`config.mk`:
```
export PLATFORM = sky130hd
export DESIGN_NAME = qdac_pwr_ctrl
export DESIGN_NICKNAME = d
export VERILOG_FILES = /design/src/rtl/qdac_pkg.sv /design/src/rtl/qdac_cmd_decode.sv /design/src/rtl/qdac_channel.sv /design/src/rtl/qdac_ref_ctrl.sv /design/src/rtl/qdac_settle_timer.sv /design/src/rtl/qdac_pwr_ctrl.sv
export SDC_FILE = /design/constraint.sdc
export NUM_CORES = 1
export LEC_CHECK = 0
export ABC_AREA = 1
export CAP_MARGIN = 20
export CORE_UTILIZATION = 55
export DETAILED_ROUTE_END_ITERATION = 8
export GPL_TIMING_DRIVEN = 0
export PLACE_DENSITY = 0.9
export REMOVE_ABC_BUFFERS = 1
export SLEW_MARGIN = 20
export SYNTH_ARGS = -nofsm -noshare
export SYNTH_HDL_FRONTEND = slang
export SYNTH_SLANG_ARGS = --single-unit
export TNS_END_PERCENT = 100
```
`constraint.sdc`:
```
create_clock -name clk -period 2.8 [get_ports clk]
set_input_delay 0.56 -clock clk [delete_from_list [all_inputs] [get_ports clk]]
set_output_delay 0.56 -clock clk [all_outputs]
set_load 0.02 [all_outputs]
```
`src/rtl/qdac_pkg.sv`:
```
package qdac_pkg;
  localparam logic [3:0] OP_WR_IN    = 4'h0;
  localparam logic [3:0] OP_UPD      = 4'h1;
  localparam logic [3:0] OP_WR_UPALL = 4'h2;
  localparam logic [3:0] OP_WR_UPD   = 4'h3;
  localparam logic [3:0] OP_PD_CH    = 4'h4;
  localparam logic [3:0] OP_PD_CHIP  = 4'h5;
  localparam logic [3:0] OP_REF_INT  = 4'h6;
  localparam logic [3:0] OP_REF_EXT  = 4'h7;
  localparam logic [3:0] ADDR_ALL    = 4'hF;

  typedef enum logic [1:0] {
    REF_ON       = 2'd0,
    REF_OFF_EXT  = 2'd1,
    REF_OFF_CHIP = 2'd2
  } ref_state_e;
endpackage

```
`src/rtl/qdac_cmd_decode.sv`:
```
module qdac_cmd_decode
  import qdac_pkg::*;
#(
  parameter int NCH = 4
) (
  input  logic           exec,
  input  logic           suppress,
  input  logic [3:0]     op,
  input  logic [3:0]     addr,
  output logic [NCH-1:0] wr_mask,
  output logic [NCH-1:0] upd_mask,
  output logic [NCH-1:0] pd_mask,
  output logic           pd_chip,
  output logic           ref_int,
  output logic           ref_ext
);
  logic [NCH-1:0] sel;

  always_comb begin
    for (int i = 0; i < NCH; i++) begin
      sel[i] = (addr == ADDR_ALL) || (addr == 4'(i));
    end
  end

  always_comb begin
    wr_mask  = '0;
    upd_mask = '0;
    pd_mask  = '0;
    pd_chip  = 1'b0;
    ref_int  = 1'b0;
    ref_ext  = 1'b0;
    if (exec) begin
      unique case (op)
        OP_WR_IN:    wr_mask = sel;
        OP_UPD:      upd_mask = sel;
        OP_WR_UPALL: begin wr_mask = sel; upd_mask = '1; end
        OP_WR_UPD:   begin wr_mask = sel; upd_mask = sel; end
        OP_PD_CH:    pd_mask = suppress ? '0 : sel;
        OP_PD_CHIP:  pd_chip = ~suppress;
        OP_REF_INT:  ref_int = 1'b1;
        OP_REF_EXT:  ref_ext = ~suppress;
        default:     ;
      endcase
    end
  end
endmodule

```
`src/rtl/qdac_channel.sv`:
```
module qdac_channel #(
  parameter int DW = 16
) (
  input  logic          clk,
  input  logic          rst_n,
  input  logic          wr,
  input  logic          load,
  input  logic          pd_set,
  input  logic          pwr_up,
  input  logic [DW-1:0] wdata,
  output logic [DW-1:0] dac_q,
  output logic          pd_q,
  output logic          woke
);
  logic [DW-1:0] in_q;
  logic [DW-1:0] in_next;

  assign in_next = wr ? wdata : in_q;
  assign woke    = pd_q & pwr_up;

  always_ff @(posedge clk) begin
    if (!rst_n) begin
      in_q  <= '0;
      dac_q <= '0;
      pd_q  <= 1'b0;
    end else begin
      in_q <= in_next;
      if (load) dac_q <= in_next;
      if (pwr_up)      pd_q <= 1'b0;
      else if (pd_set) pd_q <= 1'b1;
    end
  end
endmodule

```
`src/rtl/qdac_ref_ctrl.sv`:
```
module qdac_ref_ctrl
  import qdac_pkg::*;
(
  input  logic       clk,
  input  logic       rst_n,
  input  logic       ref_int,
  input  logic       ref_ext,
  input  logic       pd_chip,
  input  logic       any_pwr,
  output ref_state_e state_q
);
  ref_state_e state_d;

  always_comb begin
    state_d = state_q;
    if (ref_int)                                  state_d = REF_ON;
    else if (ref_ext)                             state_d = REF_OFF_EXT;
    else if (pd_chip && state_q == REF_ON)        state_d = REF_OFF_CHIP;
    else if (any_pwr && state_q == REF_OFF_CHIP)  state_d = REF_ON;
  end

  always_ff @(posedge clk) begin
    if (!rst_n) state_q <= REF_ON;
    else        state_q <= state_d;
  end
endmodule

```
`src/rtl/qdac_settle_timer.sv`:
```
module qdac_settle_timer #(
  parameter int SHORT_CYC = 600,
  parameter int LONG_CYC  = 700
) (
  input  logic clk,
  input  logic rst_n,
  input  logic start,
  input  logic long_sel,
  output logic ready
);
  localparam int CW = $clog2(LONG_CYC + 1);
  localparam logic [CW-1:0] SHORT_LD = CW'(SHORT_CYC - 1);
  localparam logic [CW-1:0] LONG_LD  = CW'(LONG_CYC - 1);

  logic          busy;
  logic [CW-1:0] cnt;

  always_ff @(posedge clk) begin
    if (!rst_n) begin
      busy <= 1'b0;
      cnt  <= '0;
    end else if (start) begin
      busy <= 1'b1;
      cnt  <= long_sel ? LONG_LD : SHORT_LD;
    end else if (busy) begin
      if (cnt == '0) busy <= 1'b0;
      else           cnt  <= cnt - 1'b1;
    end
  end

  assign ready = ~busy;
endmodule

```
`src/rtl/qdac_pwr_ctrl.sv`:
```
module qdac_pwr_ctrl
  import qdac_pkg::*;
#(
  parameter int NCH      = 4,
  parameter int DW       = 16,
  parameter int CLK_MHZ  = 50,
  parameter int SHORT_US = 12,
  parameter int LONG_US  = 14
) (
  input  logic              clk,
  input  logic              rst_n,
  input  logic              cs_ld,
  input  logic              ldac_n,
  input  logic [8+DW-1:0]   cmd_word,
  output logic [NCH*DW-1:0] dac_data,
  output logic [NCH-1:0]    pd_flags,
  output logic              ref_en,
  output logic              ext_ref_sel,
  output logic              bias_on,
  output logic              ready
);
  localparam int WW        = 8 + DW;
  localparam int SHORT_CYC = CLK_MHZ * SHORT_US;
  localparam int LONG_CYC  = CLK_MHZ * LONG_US;

  logic cs_q, ldac_q;
  logic cs_rise, ldac_fall, ldac_load;

  always_ff @(posedge clk) begin
    if (!rst_n) begin
      cs_q   <= 1'b1;
      ldac_q <= 1'b1;
    end else begin
      cs_q   <= cs_ld;
      ldac_q <= ldac_n;
    end
  end

  assign cs_rise   = cs_ld & ~cs_q;
  assign ldac_fall = ~ldac_n & ldac_q;
  assign ldac_load = ~ldac_n & cs_ld;

  logic [NCH-1:0] wr_mask, upd_mask, pd_mask, pwr_up, woke;
  logic           pd_chip, ref_int, ref_ext;

  qdac_cmd_decode #(.NCH(NCH)) u_dec (
    .exec     (cs_rise),
    .suppress (~ldac_n),
    .op       (cmd_word[WW-1 -: 4]),
    .addr     (cmd_word[WW-5 -: 4]),
    .wr_mask  (wr_mask),
    .upd_mask (upd_mask),
    .pd_mask  (pd_mask),
    .pd_chip  (pd_chip),
    .ref_int  (ref_int),
    .ref_ext  (ref_ext)
  );

  generate
    for (genvar g = 0; g < NCH; g++) begin : g_ch
      assign pwr_up[g] = upd_mask[g] | ldac_load | ldac_fall;
      qdac_channel #(.DW(DW)) u_ch (
        .clk    (clk),
        .rst_n  (rst_n),
        .wr     (wr_mask[g]),
        .load   (upd_mask[g] | ldac_load),
        .pd_set (pd_mask[g] | pd_chip),
        .pwr_up (pwr_up[g]),
        .wdata  (cmd_word[DW-1:0]),
        .dac_q  (dac_data[g*DW +: DW]),
        .pd_q   (pd_flags[g]),
        .woke   (woke[g])
      );
    end
  endgenerate

  ref_state_e ref_st;

  qdac_ref_ctrl u_ref (
    .clk     (clk),
    .rst_n   (rst_n),
    .ref_int (ref_int),
    .ref_ext (ref_ext),
    .pd_chip (pd_chip),
    .any_pwr (|pwr_up),
    .state_q (ref_st)
  );

  logic deep_off;
  assign deep_off    = (&pd_flags) & (ref_st != REF_ON);
  assign bias_on     = ~deep_off;
  assign ref_en      = (ref_st == REF_ON);
  assign ext_ref_sel = (ref_st == REF_OFF_EXT);

  qdac_settle_timer #(.SHORT_CYC(SHORT_CYC), .LONG_CYC(LONG_CYC)) u_tmr (
    .clk      (clk),
    .rst_n    (rst_n),
    .start    (|woke),
    .long_sel (deep_off),
    .ready    (ready)
  );
endmodule

```
== After elaboration in Yosys (flattened, before gate mapping) ==
Index checks and enable logic that the tools add are counted.
Word-level totals
  bits in registers: 147
  bits of input ports: 28
  output and inout bits: 72
  word-level logic and storage cells: 111
Operators by class
  $add $sub $neg: 1
  eq/ne operators: 14
  multiplexer cells: 27
  bitwise logic cells: 25
  reduce and logical (&&, ||, !) cells: 26
Operators by type and width (number)
  $mux 16: 4
  $mux 10: 3
  $mux 4: 6
  $eq 4x2->1 const B: 4
  $eq 4x3->1 const B: 4
  $or 1x1->1: 12
  $reduce_or 2->1: 6
  $logic_not 10->1: 1
  $mux 1: 10
  $sub 10x1->10 const B: 1
  $and 1x1->1: 8
  $eq 4x1->1 const B: 2
  $logic_not 4->1: 2
  $mux 8: 1
  $pmux 4 s2: 1
  $reduce_or 4->1: 2
  $reduce_bool 2->1: 3
  $reduce_or 3->1: 2
  $not 1->1: 5
  $eq 4x4->1 const B: 1
  $logic_or 1x1->1: 4
  $mux 2: 2
  $reduce_and 4->1: 1
  $reduce_bool 3->1: 1
  6 further kinds: 7

== Depth between registers and ports, before layout ==
  word-level depth: 11
  gate-level depth with buffers: 16
  mapped depth without buffers: 15

== Hierarchy ==
A second synthesis with hierarchy kept.
Unflattened totals
  cells, all modules: 926
  area, all modules: 6641.4 um2
By module, submodules not included
  qdac_channel: times used 4, cells each 176, area an instance 1337.5 um2, seq. area each 660.6 um2
  qdac_settle_timer: times used 1, cells each 110, area an instance 718.2 um2, seq. area each 220.2 um2
  qdac_cmd_decode: times used 1, cells each 59, area an instance 252.7 um2, seq. area each 0.0 um2
  qdac_pwr_ctrl: times used 1, cells each 41, area an instance 235.2 um2, seq. area each 40.0 um2
  qdac_ref_ctrl: times used 1, cells each 12, area an instance 85.1 um2, seq. area each 40.0 um2

== Worst setup path before layout ==
No wires, ideal clock.
  path kind: input to register
  from: input port cmd_word[22]
  to: register u_tmr.cnt[3]
  library setup time: 0.109 ns
  data arrival time: 1.719 ns
  data required time: 2.691 ns
  slack: 0.972 ns
  stages: 15
  buffers on the path: 1
  path through: inv_1 -> nand2_1 -> nor2_1 -> nand3_1 -> nand2_1 -> nand2_1 -> nand3_1 -> nand2_1 -> nand2_2 -> nor2_4 -> buf_6 -> nand3_1 -> nand3_1 -> nand2_1 -> inv_1
Between the ends
  longest elaborated chain between the ends: 10
  elaborated cells between the ends (all ways): 23
  those cells by class: 4 x eq/ne; 3 x mux; 12 x bitwise; 4 x reduce/logical
RTL lines
  start: declaration: RTL line qdac_pwr_ctrl.sv:14  | input logic [8+DW-1:0] cmd_word,
  $eq 4x1->1 / $eq 4x2->1 (equally long branches): RTL line qdac_cmd_decode.sv:33  | unique case (op)
  $reduce_or 2->1 (no line)
  $pmux 4 s2 *: RTL line qdac_cmd_decode.sv:33
  $mux 4 *: RTL line qdac_cmd_decode.sv:32  | if (exec) begin
  $or 1x1->1 (2 in series): RTL line qdac_pwr_ctrl.sv:61  | assign pwr_up[g] = upd_mask[g] | ldac_load | ldac_fall;
  $and 1x1->1: RTL line qdac_channel.sv:19  | assign woke = pd_q & pwr_up;
  $reduce_or 4->1 *: RTL line qdac_pwr_ctrl.sv:98  | .start (|woke),
  $ne 2x1->1 (no line) / $reduce_bool 2->1 (equally long branches)
  $reduce_and 2->1 (no line)
  end signal: assignment: RTL line qdac_settle_timer.sv:24  | cnt <= long_sel ? LONG_LD : SHORT_LD;
  end signal: assignment: RTL line qdac_settle_timer.sv:27  | else cnt <= cnt - 1'b1;
  end: declaration: RTL line qdac_settle_timer.sv:16  | logic [CW-1:0] cnt;
Mark *: on every way between the ends. The rest lies on a longest branch, timed or not.
A chain may end at the register's enable or synchronous reset.

== Worst setup path in the final report ==
  from: input port cmd_word[23]
  to: register g_ch[3].u_ch.dac_q[4]
Between the ends
  longest elaborated chain between the ends: 5
  elaborated cells between the ends (all ways): 12
  those cells by class: 3 x eq/ne; 5 x mux; 1 x bitwise; 3 x reduce/logical
RTL lines
  $eq 4x1->1, or another cell as far along: RTL line qdac_cmd_decode.sv:33
  $reduce_or 2->1 (no line) / $reduce_or 3->1 (equally long branches)
  $pmux 4 s2 / $mux 4 (equally long branches): RTL line qdac_cmd_decode.sv:33
  $mux 4: RTL line qdac_cmd_decode.sv:32
  $or 1x1->1 / $mux 16 (equally long branches): RTL line qdac_pwr_ctrl.sv:66, qdac_channel.sv:18
  end signal: assignment: RTL line qdac_channel.sv:28  | if (load) dac_q <= in_next;
  end: declaration: RTL line qdac_channel.sv:11  | output logic [DW-1:0] dac_q,
Parallel ways exist; a longest one is shown, timed or not.

==> impl_metrics.toml <==
[place]
hpwlAfterDp_um = 8080
dp_cells = 817
dp_slack_ps = -255
gp_congestion = 0.902
portBuffers = 99

[layout]
area_delta_synth_final_pct = 27.4
nets = 732
diodes = 0
final_cells = 849
drive_gt1_frac = 0.0740
fill_cells = 714

[hold_path]
worstHoldStart = "u_ref.state_q[1]$_SDFFE_PP0P_"
min_path_type = "flip-flop to flip-flop"

[pwr]
p_sw_mw = 1.19
power.share.sequential = 0.461
power_density_mw_per_mm2 = 670
p_clk_frac = 0.454
p_int_mw = 3.55
swShare = 0.252
ir_drop_mv = 0.404
leakagePower_nw = 3.29
combPwrFrac = 0.085

[job]
cap_violations = 0

[critical_path]
cp_top_family = "buffers and inverters"
regToRegEndpoint = "g_ch[3].u_ch.dac_q[4]$_SDFFE_PN0P_"
start_kind = "input pin"
cpPeakStageDelay_ps = 760
critPathBufInv = 3
r2r-start = "cs_q$_SDFF_PN1_"
worst_setup_path_end_kind = "flip-flop"
critPathCapture = "g_ch[3].u_ch.dac_q[4]$_SDFFE_PN0P_"
crit_arrival_ps = 3010
crit_type = "input pin to flip-flop"
cpMaxStageDelayCell = "inv_1"
crit_start = "cmd_word[23]"
ff2ff_setup_slack_ps = 730
crit_fanout = 32
required_ps = 3220
cp_cell_sequence = "clkdlybuf4s50_1 -> inv_1 -> nand2_1 -> nor2_1 -> nand3_1 -> nand2_1 -> a21boi_0 -> inv_1 -> o21ai_0 -> a21oi_1"
reg2regPathDepth = 5
cp.depth = 10

[detailed_routing]
viasPerCell = 5.52
drcViolationCount = 0
ant_nets = 0
finalWirelength_um = 13600
vias = 4686
dr.pass1.iters = 5
routedWlPerCell_um = 16.0
drtIter0Drc = 231

[clocking]
cts_sinks = 147
cts_resized = 0
clk_pin_slew_ps = 70
cts_buffer_depth = 2
htree_levels = 4
cts-root-buf = "clkbuf_8"
cts_hold_buffers = 0
cts_buffers = 17
cts_tree = "yes"
cts_setup_buffers = 0
clock_latency_ps = 510

[logic_synthesis]
ys_ff_latch = 147
netlist_area_mm2 = 0.00555
synth.top_cell.area_share = 0.530
synth_mux_area_frac = 0.115
synth-async-reset-ratio = 0
synth_top_family_by_area = "simple AND/OR/NAND/NOR gates"
synthFlopType = "dfxtp_1"
synthCells = 622
synth_common_cells = "dfxtp_1, nor2_1, a21oi_1, o21ai_0, mux2i_1"
synth_most_common_cell = "dfxtp_1"
synthAdderAreaFrac = 0.00225
synth-edff-count = 0
synth.largest_area_cell = "dfxtp_1"
synth_compound_area_frac = 0.138
postSynthAreaPerCell_um2 = 8.92
synth-seq-area-share = 0.530
synthTopCellsByArea = "dfxtp_1, mux2i_1, a21oi_1, o21ai_0, nor2_1"
synth-warning-count = 0
ys_types = 26
synth_xor_area_frac = 0.00789
yosys.area_share.simple = 0.147

[run_status]
outcome = "finished, final reports clean"

[global_route]
grt_overflow = 0
antenna_found_initial = 0
grt_pass1_wl_um = 21600
grt_pass1_vias = 4501
grt_usage = 0.271
grt_max_degree = 76

[sta]
slew_headroom = 0.312
clock-skew-final_ps = 6.57
setup_viol = 0
finalMaxSlewViolations = 0
hold_violations = 0
min_period_ps = 2580
worst_slack_ps = 217
grt_setup_unrepaired = "no"
worstMarginPinSlew_ps = 1030
fin_crit_sh = 0.923
max_freq_mhz = 387

[floorplan]
dieWidth_um = 102
die_h_um = 102
start_util = 0.568
design.core.area_mm2 = 0.00977
ios = 100
rows = 36
dieArea_mm2 = 0.0105
[worst register-to-register path, stage by stage, from the launching register on]
cell and delay [ps]:
dfxtp_1 330, nor2_4 200, a21boi_0 150, inv_1 760, o21ai_0 320, a21oi_1 220
[placed cells by master, fill, tap and decap left out, drive strengths merged]
| cell type | count |
|---|---|
| a211oi | 4 |
| nor3 | 8 |
| clkbuf | 18 |
| nand4 | 4 |
| o21ai | 69 |
| bufinv | 1 |
| nand3 | 22 |
| ha | 1 |
| inv | 36 |
| mux2i | 64 |
| a21oi | 75 |
| xnor2 | 3 |
| buf | 1 |
| dfxtp | 147 |
| nand2 | 64 |
| nor2 | 88 |
| clkinv | 8 |
| clkdlybuf4s50 | 98 |
| and3 | 1 |
| a21boi | 2 |
| xor2 | 2 |
[worst min path at each step]
stage,to,slack (ps),cells past startpoint
after floorplan,u_ref.state_q[1]$_SDFFE_PP0P_,450,2
after global placement,u_ref.state_q[1]$_SDFFE_PP0P_,460,2
after detailed placement,u_ref.state_q[1]$_SDFFE_PP0P_,470,2
after CTS,u_ref.state_q[1]$_SDFFE_PP0P_,480,2
after global routing,u_ref.state_q[1]$_SDFFE_PP0P_,510,2
final,u_ref.state_q[1]$_SDFFE_PP0P_,480,2
[metal layers]
metal | global-route usage | wire length [µm]
met1 | 0.319 | 5710
met2 | 0.457 | 6680
met3 | 0.0725 | 859
met4 | 0.129 | 306
met5 | 0 | 0
[final cells by class]
class / instances / area (µm²) / area share
flip-flops and latches: 147 / 2940 / 0.416
clock inverters: 14 / 145 / 0.0205
well taps: 133 / 166 / 0.0235
repair buffers: 99 / 988 / 0.140
inverters: 31 / 119 / 0.0168
clock buffers: 18 / 428 / 0.0605
multi-input cells: 407 / 2280 / 0.323
[cells by family after synthesis]
| logic type | after synthesis |
|---|---|
| adder cells (fa/ha/maj) | 1 |
| flip-flops | 147 |
| AO/OA/AOI/OAI | 150 |
| multiplexers | 64 |
| buffers and inverters | 68 |
| XOR/XNOR | 5 |
| AND/OR/NAND/NOR | 187 |
[sequential cells by signal, summed over array words and instances (netlist names)]
name,cells
u_ref.state_q,2
u_tmr.cnt,10
ldac_q,1
g_ch.u_ch.pd_q,4
cs_q,1
u_tmr.busy,1
g_ch.u_ch.dac_q,64
g_ch.u_ch.in_q,64
[metrics by stage]
stage                     setup TNS, ps  hold WS [ps]  power (mW)  area (µm²)   util
after CTS                             0           482        4.75        7070  0.723
final                                 0           479        4.74        7070  0.723
after floorplan                       0           449        2.41        5340      -
after detailed placement          -4600           473        2.62        6490  0.664
after global placement          -135460           458        2.62        6490  0.664
after global routing                  0           514        4.89        7070  0.723
[power by group through the flow]
| stage | clock network (mW) | registers [mW] | logic (mW) |
|---|---|---|---|
| 5_1_grt | 2.27 | 2.19 | 0.433 |
| 2_1_floorplan | 0 | 2.29 | 0.116 |
| 6_report | 2.15 | 2.18 | 0.403 |
| 4_1_cts | 2.16 | 2.18 | 0.402 |
| 3_5_place_dp | 0 | 2.23 | 0.398 |
| 3_3_place_gp | 0 | 2.23 | 0.390 |
Note: power is estimated with default switching activity, not from simulation.
